==> src/rtl/wdog_pkg.sv <==
package wdog_pkg;
  typedef enum logic [1:0] {
    WS_IDLE    = 2'd0,
    WS_PREACT  = 2'd1,
    WS_ACTIVE  = 2'd2,
    WS_SERVICE = 2'd3
  } wdState_t;

  typedef struct packed {
    logic cntLoLd;
    logic cntHiLd;
    logic prdLoLd;
    logic prdHiLd;
    logic cntClr;
    logic run;
  } dpStrobe_t;

  localparam logic [15:0] KEY_FIRST  = 16'hA5C6;
  localparam logic [15:0] KEY_SECOND = 16'hDA7E;
  localparam logic [1:0]  MODE_WDOG  = 2'd2;
  localparam logic [1:0]  ENA_CONT   = 2'd2;
endpackage

==> src/rtl/wdog_dpath.sv <==
module wdog_dpath
  import wdog_pkg::*;
#(
  parameter int HALF_W = 32
) (
  input  logic                  clk,
  input  logic                  rstN,
  input  dpStrobe_t             strb,
  input  logic [HALF_W-1:0]     wrData,
  output logic [2*HALF_W-1:0]   cnt,
  output logic [2*HALF_W-1:0]   prd,
  output logic                  hit
);
  localparam int CNT_W = 2 * HALF_W;

  logic [1:0] prdLd;
  assign prdLd = {strb.prdHiLd, strb.prdLoLd};

  assign hit = strb.run && (cnt == prd);

  always_ff @(posedge clk or negedge rstN) begin
    if (!rstN) begin
      cnt <= '0;
    end else if (strb.cntClr || hit) begin
      cnt <= '0;
    end else if (strb.run) begin
      cnt <= cnt + CNT_W'(1);
    end else begin
      if (strb.cntLoLd) cnt[HALF_W-1:0]     <= wrData;
      if (strb.cntHiLd) cnt[CNT_W-1:HALF_W] <= wrData;
    end
  end

  for (genvar h = 0; h < 2; h++) begin : gPrdHalf
    always_ff @(posedge clk or negedge rstN) begin
      if (!rstN) prd[h*HALF_W +: HALF_W] <= '0;
      else if (prdLd[h]) prd[h*HALF_W +: HALF_W] <= wrData;
    end
  end

  AST_CNT_STEP: assert property (@(posedge clk) disable iff (!rstN)
    (strb.run && !strb.cntClr && !hit) |=> (cnt == $past(cnt) + CNT_W'(1)));
  AST_CNT_HOLD: assert property (@(posedge clk) disable iff (!rstN)
    (!strb.run && !strb.cntClr && !strb.cntLoLd && !strb.cntHiLd) |=> $stable(cnt));
  AST_HIT_RESTART: assert property (@(posedge clk) disable iff (!rstN)
    hit |=> (cnt == '0));
endmodule

==> src/rtl/wdog_ctrl.sv <==
module wdog_ctrl
  import wdog_pkg::*;
#(
  parameter int          ADDR_W   = 8,
  parameter int          HALF_W   = 32,
  parameter logic [31:0] ID_VALUE = 32'h0001_4C57
) (
  input  logic                clk,
  input  logic                rstN,
  input  logic [ADDR_W-1:0]   addr,
  input  logic                we,
  input  logic [HALF_W-1:0]   wrData,
  input  logic [2*HALF_W-1:0] cnt,
  input  logic [2*HALF_W-1:0] prd,
  input  logic                hit,
  output dpStrobe_t           strb,
  output logic [HALF_W-1:0]   rdData,
  output logic                wdReset
);
  localparam int CNT_W = 2 * HALF_W;
  localparam logic [ADDR_W-1:0] A_ID    = ADDR_W'('h00);
  localparam logic [ADDR_W-1:0] A_EMU   = ADDR_W'('h04);
  localparam logic [ADDR_W-1:0] A_CNTLO = ADDR_W'('h10);
  localparam logic [ADDR_W-1:0] A_CNTHI = ADDR_W'('h14);
  localparam logic [ADDR_W-1:0] A_PRDLO = ADDR_W'('h18);
  localparam logic [ADDR_W-1:0] A_PRDHI = ADDR_W'('h1C);
  localparam logic [ADDR_W-1:0] A_TCTL  = ADDR_W'('h20);
  localparam logic [ADDR_W-1:0] A_GCTL  = ADDR_W'('h24);
  localparam logic [ADDR_W-1:0] A_WCTL  = ADDR_W'('h28);

  wdState_t    state, stateNxt;
  logic [1:0]  enaMode;
  logic [3:0]  gcrReg;
  logic        wdEn, wdFlag;
  logic        locked, armed, wrWd, keyFail, timeout;
  logic [15:0] key;
  logic        unusedBits;

  assign unusedBits = ^{wrData[13:8], wrData[5:4]};
  assign key    = wrData[31:16];
  assign wrWd   = we && (addr == A_WCTL);
  assign locked = (state != WS_IDLE);
  assign armed  = (state == WS_ACTIVE) || (state == WS_SERVICE);

  always_comb begin
    stateNxt = state;
    keyFail  = 1'b0;
    strb     = '0;
    strb.run = armed;
    unique case (state)
      WS_IDLE: begin
        if (wrWd && key == KEY_FIRST && wrData[14] &&
            gcrReg[3:2] == MODE_WDOG && enaMode == ENA_CONT)
          stateNxt = WS_PREACT;
      end
      WS_PREACT: begin
        if (wrWd && key == KEY_SECOND && wrData[14]) stateNxt = WS_ACTIVE;
      end
      WS_ACTIVE: begin
        if (wrWd && key == KEY_FIRST) stateNxt = WS_SERVICE;
        else if (wrWd && key != 16'h0) keyFail = 1'b1;
      end
      WS_SERVICE: begin
        if (wrWd && key == KEY_SECOND) begin
          stateNxt    = WS_ACTIVE;
          strb.cntClr = 1'b1;
        end else if (wrWd && key != 16'h0) begin
          keyFail  = 1'b1;
          stateNxt = WS_ACTIVE;
        end
      end
      default: stateNxt = WS_IDLE;
    endcase
    if (keyFail) strb.cntClr = 1'b1;
    strb.cntLoLd = we && !locked && (addr == A_CNTLO);
    strb.cntHiLd = we && !locked && (addr == A_CNTHI);
    strb.prdLoLd = we && !locked && (addr == A_PRDLO);
    strb.prdHiLd = we && !locked && (addr == A_PRDHI);
  end

  assign timeout = hit || keyFail;

  always_ff @(posedge clk or negedge rstN) begin
    if (!rstN) begin
      state   <= WS_IDLE;
      enaMode <= '0;
      gcrReg  <= '0;
      wdEn    <= 1'b0;
      wdFlag  <= 1'b0;
      wdReset <= 1'b0;
    end else begin
      state   <= stateNxt;
      wdReset <= timeout;
      if (we && !locked && addr == A_TCTL) enaMode <= wrData[7:6];
      if (we && !locked && addr == A_GCTL) gcrReg  <= wrData[3:0];
      if (wrWd && !locked && wrData[14]) wdEn <= 1'b1;
      if (timeout) wdFlag <= 1'b1;
      else if (wrWd && wrData[15]) wdFlag <= 1'b0;
    end
  end

  always_comb begin
    rdData = '0;
    case (addr)
      A_ID:    rdData = ID_VALUE;
      A_EMU:   rdData = '0;
      A_CNTLO: rdData = cnt[HALF_W-1:0];
      A_CNTHI: rdData = cnt[CNT_W-1:HALF_W];
      A_PRDLO: rdData = prd[HALF_W-1:0];
      A_PRDHI: rdData = prd[CNT_W-1:HALF_W];
      A_TCTL:  rdData[7:6] = enaMode;
      A_GCTL:  rdData[3:0] = gcrReg;
      A_WCTL:  begin
        rdData[15] = wdFlag;
        rdData[14] = wdEn;
      end
      default: rdData = '0;
    endcase
  end

  AST_LOCK_CFG: assert property (@(posedge clk) disable iff (!rstN)
    locked |=> ($stable(enaMode) && $stable(gcrReg)));
  AST_ARMED_EN: assert property (@(posedge clk) disable iff (!rstN)
    locked |-> wdEn);
  AST_EN_STICKY: assert property (@(posedge clk) disable iff (!rstN)
    wdEn |=> wdEn);
  AST_FLAG_WITH_PULSE: assert property (@(posedge clk) disable iff (!rstN)
    wdReset |-> wdFlag);
  AST_KEY_FAIL: assert property (@(posedge clk) disable iff (!rstN)
    (state == WS_ACTIVE && wrWd && key != 16'h0 && key != KEY_FIRST) |=> wdReset);
endmodule

==> src/rtl/keyed_wdog.sv <==
module keyed_wdog
  import wdog_pkg::*;
#(
  parameter int          ADDR_W   = 8,
  parameter logic [31:0] ID_VALUE = 32'h0001_4C57
) (
  input  logic              clk,
  input  logic              rstN,
  input  logic [ADDR_W-1:0] busAddr,
  input  logic              busWe,
  input  logic [31:0]       busWrData,
  output logic [31:0]       busRdData,
  output logic              wdReset
);
  localparam int HALF_W = 32;

  dpStrobe_t             strb;
  logic [2*HALF_W-1:0]   cnt, prd;
  logic                  hit;

  wdog_ctrl #(.ADDR_W(ADDR_W), .HALF_W(HALF_W), .ID_VALUE(ID_VALUE)) uCtrl (
    .clk(clk), .rstN(rstN), .addr(busAddr), .we(busWe), .wrData(busWrData),
    .cnt(cnt), .prd(prd), .hit(hit), .strb(strb), .rdData(busRdData),
    .wdReset(wdReset)
  );

  wdog_dpath #(.HALF_W(HALF_W)) uDpath (
    .clk(clk), .rstN(rstN), .strb(strb), .wrData(busWrData),
    .cnt(cnt), .prd(prd), .hit(hit)
  );
endmodule

==> config.mk <==
export PLATFORM = sky130hd
export DESIGN_NAME = keyed_wdog
export DESIGN_NICKNAME = d
export VERILOG_FILES = /design/src/rtl/wdog_pkg.sv /design/src/rtl/wdog_dpath.sv /design/src/rtl/wdog_ctrl.sv /design/src/rtl/keyed_wdog.sv
export SDC_FILE = /design/constraint.sdc
export NUM_CORES = 1
export LEC_CHECK = 0
export BUFFER_PORTS_ARGS = -buffer_cell sky130_fd_sc_hd__buf_4
export CORE_UTILIZATION = 50
export CTS_BUF_LIST = sky130_fd_sc_hd__clkbuf_2 sky130_fd_sc_hd__clkbuf_4 sky130_fd_sc_hd__clkbuf_8
export DETAILED_ROUTE_END_ITERATION = 16
export PLACE_DENSITY = 0.72
export SETUP_SLACK_MARGIN = 0.15
export SYNTH_ARGS = -nofsm -noshare
export SYNTH_HDL_FRONTEND = slang
export SYNTH_SLANG_ARGS = --single-unit
export TNS_END_PERCENT = 1
==> constraint.sdc <==
create_clock -name clk -period 2.7 [get_ports clk]
set_input_delay 0.54 -clock clk [delete_from_list [all_inputs] [get_ports clk]]
set_output_delay 0.54 -clock clk [all_outputs]
set_load 0.005 [all_outputs]
==> results summary, run 1 <==
The post-route DRC violation count is 0. The leading register cell type out of synthesis is sky130_fd_sc_hd__dfrtp_1. The share of synthesized area in the top cell type comes to 0.3629. The maximum root-to-sink buffer count is 2. Counting flops with an async set or reset pin after synthesis yields a share of 1.000. Grouping stages by cell kind, the critical path spends the most delay in simple AND/OR/NAND/NOR gates. The global placement routability congestion is 0.9927. The total area of sequential cells is 3482 sq um. For this block, the via count after detailed routing is 9622. The floorplan step defined a core boundary enclosing 18770 sq um. Counting stages on the worst path, the most repeated cell is sky130_fd_sc_hd__buf_4. The worst supply voltage drop on vdd is 0.3132 mV. The number of hold-slack violations in the final timing report came out at 0. The most common cell in the synthesized netlist is sky130_fd_sc_hd__dfrtp_1.

The number of antenna violations at the first check in global routing came out at 0. After global routing the overflow that remains totals 0. The top-level port count is 76. Summing internal, switching and leakage power gives 5038 uW.

Of all nets on the critical path, the largest fanout is 4. The unique cell type count in the Yosys netlist came out at 67. The number of cells produced by synthesis is 1050.

The final wirelength came out at 35450 microns. Measured on the finished design, the core utilization comes to 0.6171. Counting every net in the synthesized netlist gives 1094.

The number of max-cap violations is 0. STA puts the critical path data required time at 2.16 ns. For this design, the slowest cell found on the critical path is sky130_fd_sc_hd__or4b_1. The worst setup slack for register-to-register paths is 0.11 ns. The netlist area before placement is 9585 sq um. The path class of the lowest-slack min-delay path is in2async. During synthesis, Yosys emitted a total of 0 warnings. By area the synthesized netlist is led by sky130_fd_sc_hd__dfrtp_1 (36%), sky130_fd_sc_hd__mux2_2 (8.7%), sky130_fd_sc_hd__xnor2_1 (7.8%).

STA classifies the critical path startpoint as an input port. The repair_antennas step left the layout with diodes totalling 0. The deepest level of the CTS H-tree came out at 4. Walking the worst path, the cells encountered are buf_4 > or4b_1 > buf_4 > nor2_1 > buf_4 > a21oi_1 > nand3_1 > buf_4. The worst setup path is captured at an output port. The path type of the worst setup path is in2out. The starting DRC count in detailed routing came out at 1277. The biggest area contributor in the post-synthesis netlist is sky130_fd_sc_hd__dfrtp_1. The combined buffer and inverter count along the critical path came out at 4.

Port buffering added 75 buffers. The number of synthesized flops with an enable pin came out at 0. The die span in x came out at 140.5 microns.

The number of optimization iterations in the first detailed-route pass is 6. The portion of the post-synthesis area used by sequential elements is 0.3629. The number of synthesized register bits came out at 139. The flow ran to the end, and the final reports show no timing, DRC or antenna violations. The first global-routing pass estimated 54450 microns of wire. Once detail routing completed, the nets flagged for antenna violations numbered 0. Clock-pin slew was measured on the worst setup and hold paths at 0.10 ns.

The final max-slew violation count is 0. From synthesis to final layout, the design area changed by 20.82%. Buffers inserted during clock tree synthesis total 17. The worst register-to-register path begins at uDpath.cnt[23]. The final layout net count came out at 1182. The mean area per synthesized cell is 9.129 sq um. The relative slew slack is 0.5384. At the worst endpoint, the arrival time is 2.12 ns. Across the routed clock network, the largest skew measured is 0.01512 ns.

The CTS tree is yes. Setup repair after global routing could not meet its margin everywhere. The multi-input combinational cells in the finished layout cover a total of 5695 sq um. Sorting the synthesized cells by how often they occur yields sky130_fd_sc_hd__dfrtp_1 (139), sky130_fd_sc_hd__xnor2_1 (85), sky130_fd_sc_hd__nand2_1 (83).

The floorplan step defined a die boundary enclosing 19730 sq um. The proportion of layout cells with a drive suffix above 1 came out at 0.2737. The maximum clock frequency is 376.1 MHz.

The clock latency reported for the late side of the worst-skew pair came out at 0.48 ns. The pin slew with the least headroom to its limit is 0.6924 ns. The routed wire length per instance came out at 25.59 microns.

The number of placement rows is 50. The combined global-route utilization of all metal layers came out at 0.3687. The power per unit of standard cell area is 435.0 nW/um^2. The largest net degree at the start of global routing came out at 65. The via count of the first global-routing pass is 9056.

For this configuration, the core starts out at a cell density of 0.5107. The largest stage delay on the critical path came out at 0.60 ns. The length in cells of the worst reg-to-reg path is 7. The number of sinks handled by clock tree synthesis is 139.

The vertical extent of the die is 140.5 microns. The total of endpoints with negative setup slack in the final report is 0. The endpoint identified for the worst register-to-register timing path is uDpath.cnt[28]. The half-perimeter wire length after detailed placement is 24070 microns. The root buffer cell chosen for the clock tree is sky130_fd_sc_hd__clkbuf_8. The number of fill cells is 1606. The via count normalized by instance count came out at 6.947. The clock period could shrink to 2.659 ns. The cell leakage power is 0.004869 uW. The final worst hold slack is 0.04244 ns.

Of the available clock period, the critical path in the final layout requires 0.9848.
-- metal layers --
layer,vias to the layer above,share of wire,track usage,wire [microns]
met4,0,0.052,0.1894,1840
met5,-,0,0,0
li1,4120,-,-,-
met2,665,0.45,0.5674,15960
met1,4699,0.40,0.4973,14100
met3,138,0.10,0.06735,3544
-- stage by stage --
| step | TNS, ns | cell area, sq um | worst slack (ns) | instances |
|---|---|---|---|---|
| 2_1_floorplan | 0 | 9587 | 0.1376 | 1050 |
| 4_1_cts | 0 | 11520 | 0.05865 | 1384 |
| 3_5_place_dp | -1.454 | 10880 | -0.05959 | 1345 |
| 5_1_grt | 0 | 11580 | 0.005418 | 1385 |
| 6_report | 0 | 11580 | 0.04108 | 1385 |
| 3_3_place_gp | -0.5992 | 10880 | -0.04432 | 1345 |
-- registers in the layout (all words and copies together), names as in the netlist --
signal and count:
uDpath.cnt 64, uCtrl.wdEn 1, uDpath.prd 64, uCtrl.gcrReg 4
uCtrl.enaMode 2, uCtrl.state 2, uCtrl.wdReset 1, uCtrl.wdFlag 1
-- repair_timing --
item | in CTS | in global routing
hold buffers | 0 | 0
resized for setup | 25 | 15
pin swaps | 4 | 5
setup endpoints to repair | 32 | 91
hold endpoints to repair | 0 | 0
setup buffers | 4 | 1
cloned | 3 | 0
-- how the worst max path moves through the flow --
stage             startpoint              to  slack (ns)  cells after the start
2_1_floorplan     busAddr[5]    busRdData[1]        0.14                      5
3_3_place_gp   busWrData[23]   uDpath.cnt[9]       -0.04                      9
3_5_place_dp   busWrData[23]  uDpath.cnt[22]       -0.06                      9
4_1_cts           busAddr[0]    busRdData[3]        0.06                     10
5_1_grt           busAddr[1]    busRdData[7]       0.005                     10
6_report          busAddr[4]   busRdData[14]        0.04                      8
-- power breakdown --
group          internal [uW]  total, uW  switching (uW)
clock                   1030       1990             958
sequential              2110       2160            47.1
combinational            291        894             603
total                   3430       5040            1610
-- cell type report --
| type | instances | area share |
|---|---|---|
| Timing Repair Buffer | 179 | 0.1383 |
| Inverter | 16 | 0.005186 |
| Clock buffer | 17 | 0.02020 |
| Clock inverter | 15 | 0.01858 |
| Multi-Input combinational cell | 785 | 0.4918 |
| Sequential cell | 139 | 0.3007 |
| Tap cell | 234 | 0.02528 |
-- layout by cell type (no fill, tap or decap), types with 26 or more instances in the layout --
cell | synthesis | layout
sky130_fd_sc_hd__nor2_1 | 40 | 38
sky130_fd_sc_hd__buf_4 | 7 | 156
sky130_fd_sc_hd__xnor2_1 | 85 | 84
sky130_fd_sc_hd__a21oi_1 | 28 | 28
sky130_fd_sc_hd__nand3_1 | 34 | 34
sky130_fd_sc_hd__mux2_2 | 74 | 74
sky130_fd_sc_hd__o21ai_0 | 55 | 42
sky130_fd_sc_hd__mux2i_1 | 32 | 32
sky130_fd_sc_hd__a22oi_1 | 31 | 26
sky130_fd_sc_hd__nand2_1 | 83 | 81
sky130_fd_sc_hd__dfrtp_1 | 139 | 138
sky130_fd_sc_hd__nand4_1 | 40 | 40
-- cell families (layout without fill, tap and decap cells) --
family                     Yosys count  in the layout  share of synthesized area
buffers and inverters              126            227                    0.05430
and+or+nand+nor                    346            346                     0.2021
adders and majority gates            1              1                   0.001305
AOI/OAI and AO/OA                  245            245                     0.1796
muxes                              106            106                     0.1204
DFF                                139            139                     0.3629
xor gates and xnor gates            87             87                    0.07949
Note: power is estimated with default switching activity, not from simulation.
==> run 2: changes to the inputs <==
--- a/config.mk
+++ b/config.mk
@@ -9,7 +9,7 @@
 export CORE_UTILIZATION = 50
 export CTS_BUF_LIST = sky130_fd_sc_hd__clkbuf_2 sky130_fd_sc_hd__clkbuf_4 sky130_fd_sc_hd__clkbuf_8
 export DETAILED_ROUTE_END_ITERATION = 16
-export PLACE_DENSITY = 0.72
+export PLACE_DENSITY_LB_ADDON = 0.05
 export SETUP_SLACK_MARGIN = 0.15
 export SYNTH_ARGS = -nofsm -noshare
 export SYNTH_HDL_FRONTEND = slang
==> run 2 against run 1 <==
  * Sequential share of layout area decreased by 0.27 points
  * Sequential cell count unchanged
  * Setup slack improved by 0.028 ns
  * Cell area increased by 0.91%
  * Non-clock buffer count increased by 20
  * Clock-buffer cell count increased by 1
  * Global-route usage increased by 1.3 points
  * Wire length increased by 4.7%
  * Register-to-register slack about the same
  * Sequential power about the same
  * Critical path type unchanged
  * Largest cell class unchanged
==> results summary, run 2 (synthesis results as in run 1) <==
The run finished with clean final reports. The power per unit of standard cell area was 408.7 nW/um^2 (-6.1%). The total power came to 4776 uW (-5.2%).

The via count normalized by instance count is 6.690 (-3.7%). The clock period minus final worst setup slack is 2.631 ns (-0.02837 ns). The global-route wire length before repair is 55370 microns (+1.7%). The number of port buffers came out at 75 (unchanged). The final layout net count came out at 1202 (+1.7%).

The total number of vias is 9400 (-2.3%). The deepest level of the CTS H-tree came out at 4 (unchanged). The vertical extent of the die came out at 140.5 microns (unchanged). The library cell contributing the largest single delay on the critical path is sky130_fd_sc_hd__or4b_4. The relative slew slack is 0.4544 (-0.08401). The path type of the worst setup path is in2out. The most frequent standard cell in the layout excluding fill and tap cells is sky130_fd_sc_hd__buf_4.

Traced cell by cell, the critical path runs through buf_6 > or4b_4 > nor2_4 > buf_6 > clkbuf_16 > a221o_1 > buf_4. The proportion of layout cells with a drive suffix above 1 is 0.2878 (+0.01411). The cell leakage power is 0.004919 uW (+1.0%). The area growth from synthesis to layout is 21.92%.

The ratio of final minimum period to clock period came out at 0.9743 (-0.01051). The clock-pin slew of the registers on the worst-case setup and hold paths came out at 0.09 ns (about the same). The total of endpoints with negative setup slack in the final report came to 0 (unchanged). The number of placement rows came out at 50 (unchanged). The number of max-cap violations came out at 0 (unchanged). The summed negative setup slack over all endpoints came out at 0 ns (unchanged). The number of hold buffers added after CTS is 0 (unchanged). The via count of the first global-routing pass came to 8783 (-3.0%). The number of antenna violations at the first check in global routing came to 0 (unchanged). The most numerous cell type found on the critical path is sky130_fd_sc_hd__buf_6.

The final worst clock skew came to 0.01892 ns (+0.003796 ns). The worst supply voltage drop on vdd is 0.3042 mV (-2.9%). TritonCTS built the clock tree.

The top fanout value on the critical path was 8 (+4). The pin slew with the least headroom to its limit was 0.8184 ns (+0.1260 ns). The number of fill cells is 1647 (+2.6%). The number of hold-slack violations in the final timing report was 0 (unchanged). The combined global-route utilization of all metal layers came out at 0.3816 (+0.01294).

The worst setup path is launched from an input port. The number of standard cells in the layout, taps in and fillers out came to 1405 (+1.4%). The number of sinks handled by clock tree synthesis is 139 (unchanged). The total clock buffers created by CTS is 17 (unchanged). The final wirelength is 37120 microns (+4.7%).

The post-detailed-route count of antenna-violating nets is 0 (unchanged). The maximum root-to-sink buffer count came out at 2 (unchanged). The largest registers in the layout are uDpath.cnt (64), uDpath.prd (64), uCtrl.gcrReg (4).

The largest stage delay on the critical path came out at 0.57 ns (-0.03 ns). The routed wire length per instance is 26.42 microns (+3.2%). Setup repair after global routing could not meet its margin everywhere. The clock latency reported for the late side of the worst-skew pair came out at 0.48 ns (about the same). The final max-slew violation count was 0 (unchanged). The maximum clock frequency is 380.1 MHz (+1.1%). The core area was 18770 sq um (unchanged). The post-route DRC violation count came out at 0 (unchanged).

The data required time of the worst path is 2.16 ns (about the same). The global placement routability congestion is 1.003 (+1.0%). The half-perimeter wire length after detailed placement came out at 26110 microns (+8.5%). The worst setup slack for register-to-register paths came out at 0.11 ns (about the same). The number of placed cells counting well taps came to 1366 (+1.6%).

The family with the most delay on the worst path is simple AND/OR/NAND/NOR gates. The starting DRC count in detailed routing is 990 (-22%). The worst setup path is captured at an output port.

CTS placed an instance of sky130_fd_sc_hd__clkbuf_8 at the clock tree root. The count of antenna diodes in the layout is 0 (unchanged). The initial cell density of the core is 0.5107 (unchanged). The combined buffer and inverter count along the critical path is 4 (unchanged). The top-level port count came out at 76 (unchanged).

The path class of the lowest-slack min-delay path is in2async. The die span in x came out at 140.5 microns (unchanged). The number of optimization iterations in the first detailed-route pass came out at 8 (+2). In the layout the commonest cells are sky130_fd_sc_hd__buf_4 (174), sky130_fd_sc_hd__dfrtp_1 (138), sky130_fd_sc_hd__nand2_1 (83), sky130_fd_sc_hd__xnor2_1 (83), sky130_fd_sc_hd__mux2_2 (74). The die outline area came out at 19730 sq um (unchanged).

The global-route congestion overflow total is 0 (unchanged). The largest net degree at the start of global routing is 77 (+18%). The signal arrival time at the worst endpoint is 2.09 ns (-0.03 ns).
-- run 2: changes by cell type in the layout (fill, tap and decap cells not counted), moves of 2 or more --
cell                        previous run  this run
sky130_fd_sc_hd__buf_4               156       174
sky130_fd_sc_hd__o21ai_0              42        46
sky130_fd_sc_hd__bufinv_16             4         1
sky130_fd_sc_hd__clkbuf_16             0         3
sky130_fd_sc_hd__inv_6                 2         5
sky130_fd_sc_hd__nand3_1              34        31
sky130_fd_sc_hd__nand3_2               0         3
sky130_fd_sc_hd__o21ai_2               4         1
sky130_fd_sc_hd__a21oi_1              28        26
sky130_fd_sc_hd__a21oi_2               0         2
sky130_fd_sc_hd__buf_16                3         1
sky130_fd_sc_hd__nand2_1              81        83
sky130_fd_sc_hd__nand2_4               2         0
-- run 2: cell type report --
cell class | instances | area [sq um] | share of cell area
tap | 234 | 292.8 | 0.02505
inverter | 16 | 60.06 | 0.005139
clock inverter | 14 | 137.6 | 0.01178
multi-input combinational | 785 | 5700 | 0.4878
timing repair buffer | 199 | 1772 | 0.1516
sequential | 139 | 3482 | 0.2980
clock buffer | 18 | 241.5 | 0.02066
-- run 2: repair_timing --
action / in CTS / in global routing
gates resized for setup: 11 / 24
endpoints found under the setup margin: 57 / 65
buffers inserted: 1 / 2
cloned: 1 / 3
pin swaps: 1 / 10
-- run 2: worst reg2reg max path: stages, from the launching register on --
cell                       delay (ns)
sky130_fd_sc_hd__dfrtp_1         0.49
sky130_fd_sc_hd__xnor2_2         0.30
sky130_fd_sc_hd__nand4_1         0.18
sky130_fd_sc_hd__nor4_1          0.41
sky130_fd_sc_hd__nand4_1         0.30
sky130_fd_sc_hd__o211ai_4        0.36
sky130_fd_sc_hd__buf_6           0.28
sky130_fd_sc_hd__o21ai_0         0.15
-- run 2: per-stage QoR --
step	setup WS, ns	hold slack, ns	instance area [sq um]	utilization
5_1_grt	0.04371	0.01932	11690	0.6227
3_5_place_dp	-0.1582	0.4603	11050	0.5890
3_3_place_gp	-0.1524	0.4548	11050	0.5890
2_1_floorplan	0.1376	0.2444	9587	-
4_1_cts	0.07395	0.01310	11500	0.6128
6_report	0.06945	0.007760	11690	0.6227
-- run 2: routing by layer --
metal | part of all wire | routed length [microns] | track usage | vias up
met4 | 0.042 | 1574 | 0.1865 | 0
met2 | 0.46 | 17060 | 0.6029 | 534
met3 | 0.090 | 3352 | 0.06359 | 94
li1 | - | - | - | 4157
met5 | 0 | 0 | 0 | -
met1 | 0.41 | 15130 | 0.5090 | 4615
-- run 2: worst paths after layout --
kind,endpoint,startpoint,cells past startpoint
setup / recovery,busRdData[29],busAddr[6],7
hold / removal,uDpath.cnt[53],rstN,1
setup reg to reg,uDpath.cnt[31],uDpath.cnt[7],7
hold reg to reg,uCtrl.wdEn,uCtrl.wdEn,1
max in group asynchronous,uDpath.prd[58],rstN,2
min in group clk,uDpath.prd[42],busWrData[10],2
-- run 2: report_power, final --
part	leakage, uW	internal (uW)	switching [uW]
registers	0.00193	2110	48.2
clock network	0.000194	760	957
logic	0.00280	304	595
